**src/rtl/conv_regs_pkg.sv**
```systemverilog
package conv_regs_pkg;

  // Field positions inside a data word (decoded by software).
  localparam int DONE_BIT = 31;
  localparam int OVR_BIT  = 30;
  localparam int TAG_LSB  = 24;
  localparam int RES_LSB  = 4;

  // Flag pair kept for every data register.
  typedef struct packed {
    logic done;
    logic ovr;
  } flag_t;

  // Register target selected by the address decoder.
  typedef enum logic [2:0] {
    SEL_NONE   = 3'd0,
    SEL_CHAN   = 3'd1,
    SEL_GLOBAL = 3'd2,
    SEL_STATUS = 3'd3,
    SEL_ENABLE = 3'd4
  } sel_t;

endpackage

```
**src/rtl/result_slot.sv**
```systemverilog
// One data register: stored result plus done/overrun flags.
// A load in the same cycle as a clearing read wins for done; overrun is
// dropped because the previous result is being delivered by that read.
module result_slot
  import conv_regs_pkg::*;
#(
  parameter int RES_W = 12
) (
  input  logic             clk,
  input  logic             rst,
  input  logic             load,
  input  logic             burst,
  input  logic [RES_W-1:0] res_in,
  input  logic             rd_hit,
  output flag_t            flags,
  output logic [RES_W-1:0] res_q
);

  flag_t flags_q;

  always_ff @(posedge clk) begin
    if (rst) begin
      flags_q <= '0;
      res_q   <= '0;
    end else begin
      if (load) begin
        res_q        <= res_in;
        flags_q.done <= 1'b1;
        flags_q.ovr  <= ~rd_hit & (flags_q.ovr | (burst & flags_q.done));
      end else if (rd_hit) begin
        flags_q.done <= 1'b0;
        flags_q.ovr  <= 1'b0;
      end
    end
  end

  assign flags = flags_q;

endmodule

```
**src/rtl/reg_decode.sv**
```systemverilog
// Address decode for the register port.
module reg_decode
  import conv_regs_pkg::*;
#(
  parameter int NUM_CH = 8,
  parameter int ADDR_W = 4,
  localparam int CH_W  = $clog2(NUM_CH)
) (
  input  logic [ADDR_W-1:0] addr,
  input  logic              rd,
  input  logic              wr,
  output sel_t              sel,
  output logic [CH_W-1:0]   ch_idx,
  output logic [NUM_CH-1:0] ch_rd_hit,
  output logic              g_rd_hit,
  output logic              en_wr
);

  localparam int GLOBAL_ADDR = NUM_CH;
  localparam int STATUS_ADDR = NUM_CH + 1;
  localparam int ENABLE_ADDR = NUM_CH + 2;

  always_comb begin
    if (addr < ADDR_W'(NUM_CH))                 sel = SEL_CHAN;
    else if (addr == ADDR_W'(GLOBAL_ADDR))      sel = SEL_GLOBAL;
    else if (addr == ADDR_W'(STATUS_ADDR))      sel = SEL_STATUS;
    else if (addr == ADDR_W'(ENABLE_ADDR))      sel = SEL_ENABLE;
    else                                        sel = SEL_NONE;
  end

  assign ch_idx = addr[CH_W-1:0];

  for (genvar i = 0; i < NUM_CH; i++) begin : g_hit
    assign ch_rd_hit[i] = rd && (sel == SEL_CHAN) && (ch_idx == CH_W'(i));
  end

  assign g_rd_hit = rd && (sel == SEL_GLOBAL);
  assign en_wr    = wr && (sel == SEL_ENABLE);

endmodule

```
**src/rtl/irq_gen.sv**
```systemverilog
// Masked OR of done flags; pending level is combinational, output registered.
module irq_gen #(
  parameter int NUM_CH = 8
) (
  input  logic              clk,
  input  logic              rst,
  input  logic [NUM_CH-1:0] done_vec,
  input  logic              g_done,
  input  logic [NUM_CH:0]   enable,
  output logic              pend,
  output logic              irq_q
);

  assign pend = (|(done_vec & enable[NUM_CH-1:0])) | (g_done & enable[NUM_CH]);

  always_ff @(posedge clk) begin
    if (rst) irq_q <= 1'b0;
    else     irq_q <= pend;
  end

endmodule

```
**src/rtl/conv_result_bank.sv**
```systemverilog
module conv_result_bank
  import conv_regs_pkg::*;
#(
  parameter int NUM_CH = 8,
  parameter int RES_W  = 12,
  parameter int ADDR_W = 4,
  parameter int DATA_W = 32,
  localparam int CH_W  = $clog2(NUM_CH)
) (
  input  logic              clk,
  input  logic              rst,
  input  logic              cmp_valid,
  input  logic [CH_W-1:0]   cmp_chan,
  input  logic [RES_W-1:0]  cmp_result,
  input  logic              cmp_burst,
  input  logic [ADDR_W-1:0] reg_addr,
  input  logic              reg_rd,
  input  logic              reg_wr,
  input  logic [DATA_W-1:0] reg_wdata,
  output logic [DATA_W-1:0] reg_rdata,
  output logic              irq
);

  localparam int STAT_IRQ_BIT = 2 * NUM_CH;

  // Decode
  sel_t              sel;
  logic [CH_W-1:0]   ch_idx;
  logic [NUM_CH-1:0] ch_rd_hit;
  logic              g_rd_hit;
  logic              en_wr;

  reg_decode #(.NUM_CH(NUM_CH), .ADDR_W(ADDR_W)) u_dec (
    .addr      (reg_addr),
    .rd        (reg_rd),
    .wr        (reg_wr),
    .sel       (sel),
    .ch_idx    (ch_idx),
    .ch_rd_hit (ch_rd_hit),
    .g_rd_hit  (g_rd_hit),
    .en_wr     (en_wr)
  );

  // Per-channel slots
  flag_t             ch_flags [NUM_CH];
  logic [RES_W-1:0]  ch_res   [NUM_CH];
  logic [NUM_CH-1:0] done_vec;
  logic [NUM_CH-1:0] ovr_vec;

  for (genvar i = 0; i < NUM_CH; i++) begin : g_slot
    result_slot #(.RES_W(RES_W)) u_slot (
      .clk    (clk),
      .rst    (rst),
      .load   (cmp_valid && (cmp_chan == CH_W'(i))),
      .burst  (cmp_burst),
      .res_in (cmp_result),
      .rd_hit (ch_rd_hit[i]),
      .flags  (ch_flags[i]),
      .res_q  (ch_res[i])
    );
    assign done_vec[i] = ch_flags[i].done;
    assign ovr_vec[i]  = ch_flags[i].ovr;
  end

  // Global slot and its channel tag
  flag_t            g_flags;
  logic [RES_W-1:0] g_res;
  logic [CH_W-1:0]  g_tag;
  logic             g_done;

  result_slot #(.RES_W(RES_W)) u_gslot (
    .clk    (clk),
    .rst    (rst),
    .load   (cmp_valid),
    .burst  (cmp_burst),
    .res_in (cmp_result),
    .rd_hit (g_rd_hit),
    .flags  (g_flags),
    .res_q  (g_res)
  );

  assign g_done = g_flags.done;

  always_ff @(posedge clk) begin
    if (rst)            g_tag <= '0;
    else if (cmp_valid) g_tag <= cmp_chan;
  end

  // Interrupt enable register
  logic [NUM_CH:0] enable_q;

  always_ff @(posedge clk) begin
    if (rst)        enable_q <= '0;
    else if (en_wr) enable_q <= reg_wdata[NUM_CH:0];
  end

  logic unused_wdata;
  assign unused_wdata = ^reg_wdata[DATA_W-1:NUM_CH+1];

  // Interrupt
  logic pend;

  irq_gen #(.NUM_CH(NUM_CH)) u_irq (
    .clk      (clk),
    .rst      (rst),
    .done_vec (done_vec),
    .g_done   (g_done),
    .enable   (enable_q),
    .pend     (pend),
    .irq_q    (irq)
  );

  // Read data
  function automatic logic [DATA_W-1:0] pack_word(
    input flag_t            f,
    input logic [CH_W-1:0]  tag,
    input logic [RES_W-1:0] res
  );
    logic [DATA_W-1:0] w;
    w                    = '0;
    w[DONE_BIT]          = f.done;
    w[OVR_BIT]           = f.ovr;
    w[TAG_LSB +: CH_W]   = tag;
    w[RES_LSB +: RES_W]  = res;
    return w;
  endfunction

  logic [DATA_W-1:0] rd_word;

  always_comb begin
    rd_word = '0;
    unique case (sel)
      SEL_CHAN:   rd_word = pack_word(ch_flags[ch_idx], '0, ch_res[ch_idx]);
      SEL_GLOBAL: rd_word = pack_word(g_flags, g_tag, g_res);
      SEL_STATUS: begin
        rd_word[NUM_CH-1:0]      = done_vec;
        rd_word[NUM_CH +: NUM_CH] = ovr_vec;
        rd_word[STAT_IRQ_BIT]     = pend;
      end
      SEL_ENABLE: rd_word[NUM_CH:0] = enable_q;
      default:    rd_word = '0;
    endcase
  end

  always_ff @(posedge clk) begin
    if (rst)         reg_rdata <= '0;
    else if (reg_rd) reg_rdata <= rd_word;
  end

endmodule

```
**config.mk**
```make
export PLATFORM = sky130hd
export DESIGN_NAME = conv_result_bank
export DESIGN_NICKNAME = d
export VERILOG_FILES = /design/src/rtl/conv_regs_pkg.sv /design/src/rtl/result_slot.sv /design/src/rtl/reg_decode.sv /design/src/rtl/irq_gen.sv /design/src/rtl/conv_result_bank.sv
export SDC_FILE = /design/constraint.sdc
export NUM_CORES = 1
export LEC_CHECK = 0
export CORE_ASPECT_RATIO = 1.4
export CORE_MARGIN = 5
export CORE_UTILIZATION = 52
export CTS_BUF_LIST = sky130_fd_sc_hd__clkbuf_4
export DETAILED_ROUTE_END_ITERATION = 10
export GPL_ROUTABILITY_DRIVEN = 0
export PLACE_DENSITY = 0.78
export SLEW_MARGIN = 30
export SYNTH_ARGS = -nofsm -noshare
export SYNTH_HDL_FRONTEND = slang
export SYNTH_HIERARCHICAL = 1
export SYNTH_SLANG_ARGS = --single-unit
export TNS_END_PERCENT = 50
```
**constraint.sdc**
```tcl
create_clock -name clk -period 1.8 [get_ports clk]
set_input_delay 0.18 -clock clk [delete_from_list [all_inputs] [get_ports clk]]
set_output_delay 0.18 -clock clk [all_outputs]
set_load 0.01 [all_outputs]
```
; Word level (Yosys, flattened, before mapping)
; Index checks and enable logic that the tools add are counted.
[op_classes]
n_lt_le_gt_ge = 2
n_eq_ne = 21
muxes = 31
n_bitwise = 40
n_reduce_logical = 31
[ops]
columns = operator, count
row1 = 2-bit two-way mux, 20
row2 = 12-bit binary-select mux with 3-bit select, 1
row3 = 9-bit one-hot mux with 4 select lines, 1
row4 = 15-bit one-hot mux with 2 select lines, 1
row5 = 3-bit == test (second input constant), 9
row6 = 12-bit two-way mux, 2
row7 = 8-bit one-hot mux with 3 select lines, 1
row8 = 1-bit AND, 19
row9 = 1-bit logical AND, 19
row10 = 3-bit by 2-bit == test with 1-bit output (second input constant), 6
row11 = 2-bit nonzero test, 9
row12 = 4-bit == test (second input constant), 3
row13 = 3-bit two-way mux, 4
row14 = 1-bit bitwise OR, 10
row15 = 3-bit by 1-bit == test with 1-bit output (second input constant), 3
row16 = 1-bit inverter, 9
row17 = 8-bit AND, 1
row18 = 8-bit OR reduction, 1
row19 = 2-bit binary-select mux with 3-bit select, 1
row20 = 3-bit logical NOT, 2
row21 = 4-bit >= comparator (second input constant), 1
row22 = 4-bit less-than comparator (second input constant), 1
row23 = 3-bit inverter with 4-bit output, 1
[word_totals]
regBits = 171
inputBits = 57
out_inout_bits = 33
word_cells = 156

; Logic depth before layout (Yosys ltp)
; Gate-level depths: netlist of the first run.
[logic_depth]
ltp_word = 11
depth_mapped = 8
ltp_nobuf = 6

; Cells and area by module
; The synthesis of the first run kept the hierarchy.
[by_module_without_submodules]
columns = mod, n_inst, cells_each, area_per_inst_um2, seq_area_each_um2
row1 = result_slot, 9, 46, 513.0, 280.3
row2 = conv_result_bank, 1, 263, 2546.2, 680.7
row3 = reg_decode, 1, 23, 142.6, 0.0
row4 = irq_gen, 1, 7, 72.6, 20.0

; Worst setup path after synthesis of the first run
; No wires, ideal clock.
[synth_path]
path_kind = input to register
start = input port reg_addr[2]
end = register reg_rdata[11]
setup_ps = 120
arrival_time_ps = 1557
required_time_ps = 1680
path_slack_ps = 123
stages = 6
n_path_buf = 2
path_cell_list = o31ai_1 > clkbuf_1 > clkbuf_1 > mux2i_1 > nor2_1 > a211o_1
[synth_between]
elab_chain_cells = 7
elab_cells_between_ends = 16
cone_classes = order compare (1) / eq/ne (6) / mux (8) / bitwise (1)
[synth_rtl]
columns = element, line
row1 = start: declaration, conv_result_bank.sv:16  ; input logic [ADDR_W-1:0] reg_addr,
row2 = 4-bit == test, reg_decode.sv:27  ; else if (addr == ADDR_W'(ENABLE_ADDR)) sel = SEL_ENABLE;
row3 = 3-bit two-way mux, reg_decode.sv:27
row4 = 3-bit two-way mux, reg_decode.sv:26  ; else if (addr == ADDR_W'(STATUS_ADDR)) sel = SEL_STATUS;
row5 = 3-bit two-way mux, reg_decode.sv:25  ; else if (addr == ADDR_W'(GLOBAL_ADDR)) sel = SEL_GLOBAL;
row6 = 3-bit two-way mux, reg_decode.sv:24  ; if (addr < ADDR_W'(NUM_CH)) sel = SEL_CHAN;
row7 = 3-bit by 2-bit == test with 1-bit output or 3-bit by 1-bit == test with 1-bit output (tied branches), conv_result_bank.sv:132  ; unique case (sel)
row8 = 8-bit one-hot mux with 3 select lines (*), conv_result_bank.sv:132
row9 = end signal: assignment, conv_result_bank.sv:147  ; else if (reg_rd) reg_rdata <= rd_word;
row10 = end: declaration, conv_result_bank.sv:20  ; output logic [DATA_W-1:0] reg_rdata,
; Mark *: on every way between the ends. The rest lies on a longest branch, timed or not. The select of a mux whose other input is x is not followed.
; A chain may end at the register's enable or synchronous reset.

; Final worst setup path of the first run
[layout_path]
start = register reg_rdata[13]
end = output port reg_rdata[13]
; No word-level cell between the ends.

==> results of run 1 <==
[state kept, by name, summed over array words and instances, names as in the netlist]
signal               cells
u_gslot/flags            2
u_irq/irq_q              1
enable_q                 9
g_slot.u_slot/flags     16
reg_rdata               22
u_gslot/res_q           12
g_tag                    3
g_slot.u_slot/res_q     96
[worst min-delay path by stage]
| stage | slack, ns | startpoint | endpoint |
|---|---|---|---|
| 2_1_floorplan | 0.25 | rst | g_slot[0].u_slot/flags[1] |
| 3_3_place_gp | 0.45 | reg_rdata[26] | reg_rdata[26] |
| 3_5_place_dp | 0.47 | reg_rdata[24] | reg_rdata[24] |
| 4_1_cts | 0.19 | reg_wdata[1] | enable_q[1] |
| 5_1_grt | 0.21 | reg_wdata[0] | enable_q[0] |
| 6_report | 0.21 | reg_wdata[1] | enable_q[1] |
[per-layer routing]
layer	up-vias	wire (um)	GRT usage, %
met5	-	0	0
met2	243	9550	41.1
met3	59	1200	4.56
met4	0	696	11.1
li1	2638	-	-
met1	2807	7360	25.3
[placed cells by master, fill, tap and decap left out, types with 2 or more instances in the layout]
master / synthesis / layout
sky130_fd_sc_hd__clkinvlp_4: 0 / 5
sky130_fd_sc_hd__inv_6: 0 / 4
sky130_fd_sc_hd__nand3b_1: 3 / 3
sky130_fd_sc_hd__nand2_1: 11 / 11
sky130_fd_sc_hd__dfxtp_1: 161 / 161
sky130_fd_sc_hd__a211oi_1: 11 / 11
sky130_fd_sc_hd__nor3_2: 10 / 12
sky130_fd_sc_hd__o211ai_1: 5 / 5
sky130_fd_sc_hd__conb_1: 1 / 10
sky130_fd_sc_hd__a21oi_1: 14 / 14
sky130_fd_sc_hd__mux4_2: 5 / 5
sky130_fd_sc_hd__nor3_1: 12 / 10
sky130_fd_sc_hd__mux2_2: 7 / 7
sky130_fd_sc_hd__inv_1: 10 / 10
sky130_fd_sc_hd__mux2i_1: 135 / 135
sky130_fd_sc_hd__o22ai_1: 9 / 9
sky130_fd_sc_hd__nand3_1: 7 / 7
sky130_fd_sc_hd__buf_12: 10 / 10
sky130_fd_sc_hd__and2_1: 2 / 2
sky130_fd_sc_hd__nor2_1: 145 / 145
sky130_fd_sc_hd__clkdlybuf4s50_1: 0 / 54
sky130_fd_sc_hd__or2_2: 5 / 5
sky130_fd_sc_hd__mux4_1: 14 / 14
sky130_fd_sc_hd__a22oi_1: 10 / 10
sky130_fd_sc_hd__a31oi_1: 12 / 12
sky130_fd_sc_hd__nand2b_1: 20 / 20
sky130_fd_sc_hd__a211o_1: 7 / 7
sky130_fd_sc_hd__clkbuf_4: 0 / 19
sky130_fd_sc_hd__a2bb2oi_1: 5 / 5
sky130_fd_sc_hd__buf_4: 14 / 45
sky130_fd_sc_hd__nor2b_1: 14 / 14
[final cells by class]
| cell class | instances | area, sq um |
|---|---|---|
| fillers | 1156 | 5430 |
| multi-input cells | 484 | 3630 |
| flip-flops and latches | 161 | 3220 |
| repair buffers | 111 | 1090 |
| well taps | 185 | 231 |
| clock buffers | 19 | 143 |
| clock inverters | 13 | 128 |
| inverters | 10 | 37.5 |
| diodes | 1 | 2.50 |
[power breakdown]
| part | total [uW] | leakage (uW) | internal [uW] | switching (uW) |
|---|---|---|---|---|
| clock | 2060 | 0.000134 | 739 | 1320 |
| combinational | 726 | 0.00175 | 333 | 394 |
| sequential | 3720 | 0.00131 | 3650 | 62.3 |
[cells by family after synthesis]
logic type / Yosys count / share of synthesized area (%)
AND/OR/NAND/NOR: 233 / 14.9
multiplexers: 161 / 25.9
other: 1 / 0.0508
flip-flops: 161 / 43.7
buffers and inverters: 71 / 7.82
AO/OA/AOI/OAI: 80 / 7.68
[timing repair]
| item | in CTS | in global routing |
|---|---|---|
| endpoints found under the setup margin | 0 | 0 |
| hold buffers | 1 | 0 |
| hold endpoints to repair | 17 | 0 |
| buffers inserted | 0 | 0 |
| resized for setup | 0 | 0 |
[per-stage QoR]
stage          hold slack (ns)  area [sq um]
2_1_floorplan            0.249          7410
3_3_place_gp             0.455          8200
3_5_place_dp             0.465          8200
4_1_cts                  0.189          8480
5_1_grt                  0.208          8490
6_report                 0.212          8490
==> flow_summary.rst, run 1 <==
.. list-table::
   :header-rows: 1

   * - Metric
     - Value
   * - Outcome
     - finished clean
   * - Leak Pwr
     - 0.00319 uW
   * - Sequential share of the synthesized area
     - 43.7%
   * - Number of search-and-repair iterations in the first detailed-routing pass
     - 5
   * - Achievable Freq
     - 582 MHz
   * - Max-slew violation count
     - 0
   * - Dominant synthesized flop cell
     - sky130_fd_sc_hd__dfxtp_1
   * - Wire length after detailed routing
     - 18800 um
   * - Number of antenna violations at the first check in global routing
     - 1
   * - Most common cell in the netlist
     - sky130_fd_sc_hd__dfxtp_1
   * - CP Data Required Time
     - 1.62 ns
   * - Buf+Inv Stages, Crit Path
     - 1
   * - Post-synthesis average cell area
     - 10.4 sq um
   * - Mapped Area
     - 7380 sq um
   * - Number of cells in the finished layout apart from fillers
     - 984
   * - Grt ovf
     - 0
   * - Setup crit start kind
     - flop
   * - IO Pins
     - 90
   * - Cell family with the largest share of critical-path delay
     - buffers and inverters
   * - Slowest CP cell
     - sky130_fd_sc_hd__clkdlybuf4s50_1
   * - Endpoint of the worst register-to-register path
     - reg_rdata[14]
   * - Count of yosys warnings during synthesis
     - 6
   * - Critical path endpoint
     - reg_rdata[13]
   * - Starting density of the core
     - 53.0%
   * - Number of hold-slack violations in the final timing report
     - 0
   * - Most instantiated cells after synthesis
     - sky130_fd_sc_hd__dfxtp_1, sky130_fd_sc_hd__nor2_1, sky130_fd_sc_hd__mux2i_1, sky130_fd_sc_hd__nand2b_1, sky130_fd_sc_hd__buf_2
   * - Global-route wire length before repair
     - 30100 um
   * - Final clock skew
     - 0.0178 ns
   * - Biggest area consumer among synthesized cells
     - sky130_fd_sc_hd__dfxtp_1
   * - Async set or reset register ratio after synthesis
     - 0%
   * - Residual DRC count
     - 0
   * - Number of stages on the worst setup path
     - 1
   * - Critical path origin
     - reg_rdata[13]
   * - Detailed Place HPWL
     - 13100 um
   * - Share of the core filled with cells
     - 61.0%
   * - Area share of the leading cell type in the synthesized netlist
     - 43.7%
   * - Die height
     - 151 um
   * - RR Startpoint
     - g_slot[1].u_slot/res_q[10]
   * - Setup TNS Final
     - 0 ns
   * - Remaining max-slew budget at the tightest pin
     - 53.6%
   * - Worst hold path type
     - in2reg
   * - Total via count in the routed design
     - 5747
   * - Worst hold stages
     - 3
   * - RSZ-0062 raised after global routing
     - no
   * - Worst vdd rail ir drop
     - 376 uV
   * - Clock latency at the later pin of the worst-skew pair
     - 0.56 ns
   * - Clk pin slew, worst setup/hold paths
     - 0.14 ns
   * - Path type of the worst setup path
     - reg2out
   * - Unique masters post-synth
     - 41
   * - Tightest Pin Transition
     - 0.696 ns
   * - Die X-Extent
     - 111 um
   * - Largest net degree at the start of global routing
     - 71
   * - Maximum capacitance violations
     - 0
   * - Setup slack after placement
     - -0.409 ns
   * - Layout cells sized above 1
     - 15.0%
   * - Critical Path AT
     - 1.54 ns
   * - Crit-path cells
     - clkdlybuf4s50_1
   * - Standard-cell row count
     - 51
   * - Synth-to-layout area growth
     - 15.0%
   * - Worst Slack Setup Final
     - 0.0827 ns
   * - Syn Inst Count
     - 707
   * - CTS Sinks
     - 161
   * - Highest net fanout along the worst path
     - 2
   * - Count of port buffers added during placement
     - 56
   * - Post-layout total power
     - 6510 uW
   * - Number of nets at the end of the flow
     - 842
   * - FF+latch count, synth
     - 161
   * - H-tree levels
     - 4
   * - Capturing element type of the critical path
     - output pin
   * - Pwr dens
     - 767 nW/um^2
   * - Overall Global Routing Usage
     - 22.6%
   * - Endpoints failing setup
     - 0
   * - Number of clock buffers inserted by TritonCTS
     - 17
   * - Standard cell core area
     - 13900 sq um
   * - Worst Reg-to-Reg Cells
     - 4
   * - Average routed wire per standard cell
     - 19.1 um
   * - Clk root buf
     - sky130_fd_sc_hd__clkbuf_4
   * - Top cells by area in the synthesized netlist
     - sky130_fd_sc_hd__dfxtp_1, sky130_fd_sc_hd__mux2i_1, sky130_fd_sc_hd__nor2_1
   * - Placed Instances
     - 950
   * - Number of design-rule violations left by the first detailed-router iteration
     - 466
   * - Post-detailed-route count of antenna-violating nets
     - 0
   * - Vias in the first global route
     - 5826
   * - Worst-case clock buffer depth
     - 2
   * - Highest cell delay on the worst timing path
     - 0.57 ns
   * - Final worst path period share
     - 95.4%
   * - Flop-to-flop setup slack
     - 0.32 ns
   * - Number of flops mapped to enable cells by yosys
     - 0
   * - Die Footprint
     - 16700 sq um
   * - Fin crit period
     - 1.72 ns
   * - Via density
     - 5.84
   * - CTS tree
     - built
Power figures use the tool's default switching activity.
==> run 2: changes to the inputs <==
--- a/config.mk
+++ b/config.mk
@@ -12,7 +12,6 @@
 export DETAILED_ROUTE_END_ITERATION = 10
 export GPL_ROUTABILITY_DRIVEN = 0
 export PLACE_DENSITY = 0.78
-export SLEW_MARGIN = 30
 export SYNTH_ARGS = -nofsm -noshare
 export SYNTH_HDL_FRONTEND = slang
 export SYNTH_HIERARCHICAL = 1
==> results of run 2 <==
The final DEF is identical to that of run 1; final timing and power are the same.
